`config.mk`:
```
export PLATFORM = sky130hd
export DESIGN_NAME = edge_cmd_tx
export DESIGN_NICKNAME = d
export VERILOG_FILES = /design/src/rtl/edge_cmd_tx.sv
export SDC_FILE = /design/constraint.sdc
export NUM_CORES = 1
export LEC_CHECK = 0
export BUFFER_PORTS_ARGS = -buffer_cell sky130_fd_sc_hd__buf_2
export CELL_PAD_IN_SITES_DETAIL_PLACEMENT = 1
export CELL_PAD_IN_SITES_GLOBAL_PLACEMENT = 2
export CORE_MARGIN = 3
export CORE_UTILIZATION = 40
export CTS_CLUSTER_SIZE = 8
export DETAILED_ROUTE_END_ITERATION = 12
export GPL_TIMING_DRIVEN = 0
export PLACE_DENSITY_LB_ADDON = 0.1
export SLEW_MARGIN = 15
export SYNTH_ARGS = -nofsm -noshare
export SYNTH_HDL_FRONTEND = slang
export SYNTH_SLANG_ARGS = --single-unit
```
`constraint.sdc`:
```
create_clock -name clk -period 2.7 [get_ports clk]
set_input_delay 0.54 -clock clk [delete_from_list [all_inputs] [get_ports clk]]
set_output_delay 0.54 -clock clk [all_outputs]
set_load 0.05 [all_outputs]
```
`src/rtl/edge_cmd_tx.sv`:
```
module edge_cmd_tx #(
  parameter int REFRESH_CYCLES = 500,
  parameter int FILT_CYCLES    = 3
) (
  input  logic clk,
  input  logic rst_n,
  input  logic en,
  input  logic din,
  output logic set_o,
  output logic clr_o
);
  localparam int TW = $clog2(REFRESH_CYCLES + 1);
  localparam int FW = $clog2(FILT_CYCLES + 1);

  logic          s1, s2, lvl, armed;
  logic [FW-1:0] fcnt;
  logic [TW-1:0] tmr;

  wire differ   = en && (s2 != lvl);
  wire accept   = differ && (fcnt == FW'(FILT_CYCLES - 1));
  wire tick     = (tmr == TW'(REFRESH_CYCLES - 1));
  wire edge_cmd = accept && armed;
  wire send     = edge_cmd || tick;
  wire nxt_lvl  = accept ? s2 : lvl;

  always_ff @(posedge clk or negedge rst_n) begin
    if (!rst_n) begin
      s1 <= 1'b0;
      s2 <= 1'b0;
    end else begin
      s1 <= din;
      s2 <= s1;
    end
  end

  always_ff @(posedge clk or negedge rst_n) begin
    if (!rst_n) begin
      fcnt <= '0;
      lvl  <= 1'b0;
    end else begin
      fcnt <= (!differ || accept) ? '0 : fcnt + 1'b1;
      lvl  <= nxt_lvl;
    end
  end

  always_ff @(posedge clk or negedge rst_n) begin
    if (!rst_n) begin
      tmr   <= '0;
      armed <= 1'b0;
      set_o <= 1'b0;
      clr_o <= 1'b0;
    end else begin
      tmr   <= send ? '0 : tmr + 1'b1;
      armed <= armed | tick;
      set_o <= send && nxt_lvl;
      clr_o <= send && !nxt_lvl;
    end
  end

  p_onehot_r8: assert property (@(posedge clk) disable iff (!rst_n)
    $onehot0({set_o, clr_o}));
  p_set_pulse_r2: assert property (@(posedge clk) disable iff (!rst_n)
    set_o |=> !set_o);
  p_clr_pulse_r3: assert property (@(posedge clk) disable iff (!rst_n)
    clr_o |=> !clr_o);
  p_set_level_r5: assert property (@(posedge clk) disable iff (!rst_n)
    set_o |-> lvl);
  p_clr_level_r5: assert property (@(posedge clk) disable iff (!rst_n)
    clr_o |-> !lvl);
  p_freeze_r7: assert property (@(posedge clk) disable iff (!rst_n)
    !en |=> lvl == $past(lvl));
  p_quiet_r9: assert property (@(posedge clk) disable iff (!rst_n)
    !armed |-> !(set_o || clr_o));
endmodule

```
==> run metrics <==
status=complete, no violations; post-synthesis instance total=66; critical path startpoint=clr_o; antenna violations before repair=0; Pint=0.355 mW; Post-DP HPWL=997 um; Critical Path RT=2.16 ns; sequential-to-total area share from yosys stat=54.2%; CP startpoint kind=register; reg2reg path depth=4; gr usage total=13.4%; Die Y=50.3 um; Hold-fix buffers, CTS=0; Worst EP arrival=0.89 ns; Rows=15; Tcrit/Tclk final=53.0%; H-tree depth=1; Worst Tran Pin Value=0.377 ns; met2 Use GR=18.9%; clock root buffer=clkbuf_4; worst r2r src=tmr[0]; clk buf depth=2; simple logic cell fraction of the synthesized area=20.7%; clock insertion delay at the later pin of the skew report=0.29 ns; Yosys warnings=0; die footprint=2530 um^2; top cell type's share of synthesized area=54.2%; CP Capture Type=output port; Die X=50.3 um; Mapped Nets=72; Pleak=0.404 nW; r2r setup slk=1.32 ns; Pins Over Slew Limit=0; antenna viol nets, final=0; Max VDD drop=0.000316 V; met3 Resource Use GR=3.56%; multiplexer share of the synthesized area=1.28%; RSZ-0062 raised after global routing=no; I/O pin cnt=6; Comb pwr share=12.6%; met1 usage=16.9%; Worst path max stage delay=0.34 ns; Post-CTS Setup Bufs=0; sw frac=25.9%; Crit-path slowest cell=dfrtp_1; Residual DRC=0; drt pass-1 iters=3; largest family of logic cells by synthesized area=simple AND/OR/NAND/NOR gates; drt via density=5.15; R2R Path End=tmr[8]; share of cells above drive strength 1=22.7%; Starting Density=44.0%; Crit path max-delay family=flip-flops; Netlist cell types=33; MaxCap Viol Count=0; Flop pwr share=58.9%; fin nets=82; DRT iter0 DRCs=1; worst hold path type=input pin to async pin; core area=1780 um^2; Area Overhead vs Synth=10.5%; synth top area cells=dfrtp_1, nand4bb_4, nor2_1; setup tns final=0 ns; Clock Skew=0.000536 ns; post-cts sizing count=0; Clock power frac=28.5%; number of global-route vias before repair=536; Cell Chain, Critical Path=buf_2; global placer's final weighted congestion=0.754; critical path depth=1; post-synth top area cell=dfrtp_1; PortBufs=5; compound-cell area share of the yosys netlist=12.8%; Post-Synth XOR/XNOR Area=5.42%; power density cells=553 nW/um^2; largest net degree at the start of global routing=18; # diodes=0; adder-cell share of the synthesized area=3.19%; sw power=0.124 mW; Routed WL=1330 um; crit path capture=clr_o; vias post-DR=515; post-layout util=48.6%; Final Hold Fails=0; fmax=699 MHz; clock tree from TritonCTS=done; cts bufs inserted=3; min cycle time layout=1.43 ns; Yosys reg bits=17; drt wl/cell=13.3 um; Slew HR=74.9%; Clock Sinks=17; Post-Syn Area=785 um^2; clock-pin slew on the worst setup and hold paths=0.09 ns; busiest grt layer=met2; CP Buf/Inv Count=1; Crit Path Max Fanout=1; Crit Path Category=register to output port; total grt overflow=0; endpoints failing setup=0; wire length of the first global-routing pass=2420 um; Syn Area/Cell=11.9 um^2
-- cells in the final DEF (no fill, tap or decap), types with 2 or more instances in the layout --
| cell type | instances |
|---|---|
| nor2_1 | 7 |
| o21ai_0 | 2 |
| nor3_1 | 2 |
| buf_2 | 5 |
| nand3_1 | 3 |
| inv_1 | 5 |
| dfrtp_1 | 17 |
| ha_1 | 2 |
| xnor2_1 | 2 |
| nand2_1 | 2 |
| clkbuf_4 | 3 |
-- sequential cells by signal, summed over array words and instances (netlist names) --
signal / count
lvl: 1
fcnt: 2
s2: 1
s1: 1
clr_o: 1
set_o: 1
armed: 1
tmr: 9
-- area by class of cell --
cell class                      count  area [um^2]
Tap cell                           25         31.3
Sequential cell                    17          425
Clock buffer                        4         26.3
Timing Repair Buffer                5         25.0
Fill cell                         204          916
Inverter                            5         18.8
Multi-Input combinational cell     44          340
-- metrics by stage --
step / power (mW) / instances / setup WS (ns) / hold WS (ns) / area [um^2]
finish: 0.479 / 100 / 1.27 / 0.148 / 867
global route: 0.509 / 100 / 1.20 / 0.151 / 867
CTS: 0.489 / 100 / 1.25 / 0.154 / 867
detailed placement: 0.350 / 96 / 1.30 / 0.349 / 841
global placement: 0.349 / 96 / 1.31 / 0.335 / 841
floorplan: 0.332 / 66 / 1.44 / 0.244 / 785
-- cell usage after synthesis (all sizes together) --
library cell and n:
a211oi 1, a31oi 1, xor2 1, o21ba 1, nand2b 1, a21oi 2, and4 2, o2111ai 1
o22ai 1, and2 1, nor2 7, nand2 2, o31ai 1, xnor2 3, ha 2, and3 2
or2 1, nor3 2, mux2i 1, nand4bb 1, or3 1, o21ai 2, dfrtp 17, nand4 2
nand3 3, a21boi 1, inv 5, a311oi 1
-- how the worst min path moves through the flow --
stage,from,endpoint,slack (ns),cells after the start
after floorplan,rst_n,armed,0.24,0
after global placement,s1,s2,0.34,0
after detailed placement,s1,s2,0.35,0
after CTS,rst_n,tmr[6],0.15,1
after global routing,rst_n,tmr[6],0.15,1
final,rst_n,tmr[5],0.15,1
-- power by group through the flow --
| stage | Combinational (mW) | Clock, mW | Sequential (mW) |
|---|---|---|---|
| floorplan | 0.0467 | 0 | 0.286 |
| global placement | 0.0621 | 0 | 0.287 |
| detailed placement | 0.0620 | 0 | 0.288 |
| CTS | 0.0621 | 0.145 | 0.283 |
| global route | 0.0691 | 0.155 | 0.284 |
| finish | 0.0602 | 0.137 | 0.282 |
-- metal layers --
metal  vias to the layer above  share of wire [%]
met3                         5                3.8
met1                       245                 50
met5                         -                  0
met2                         8                 42
met4                         0                4.1
li1                        257                  -
-- cell families after synthesis --
family          Yosys count
simple gates             25
flops                    17
compound gates           12
buf+inv                   5
xor+xnor                  4
fa+ha+maj                 2
mux                       1
(Power assumes the default switching activity.)
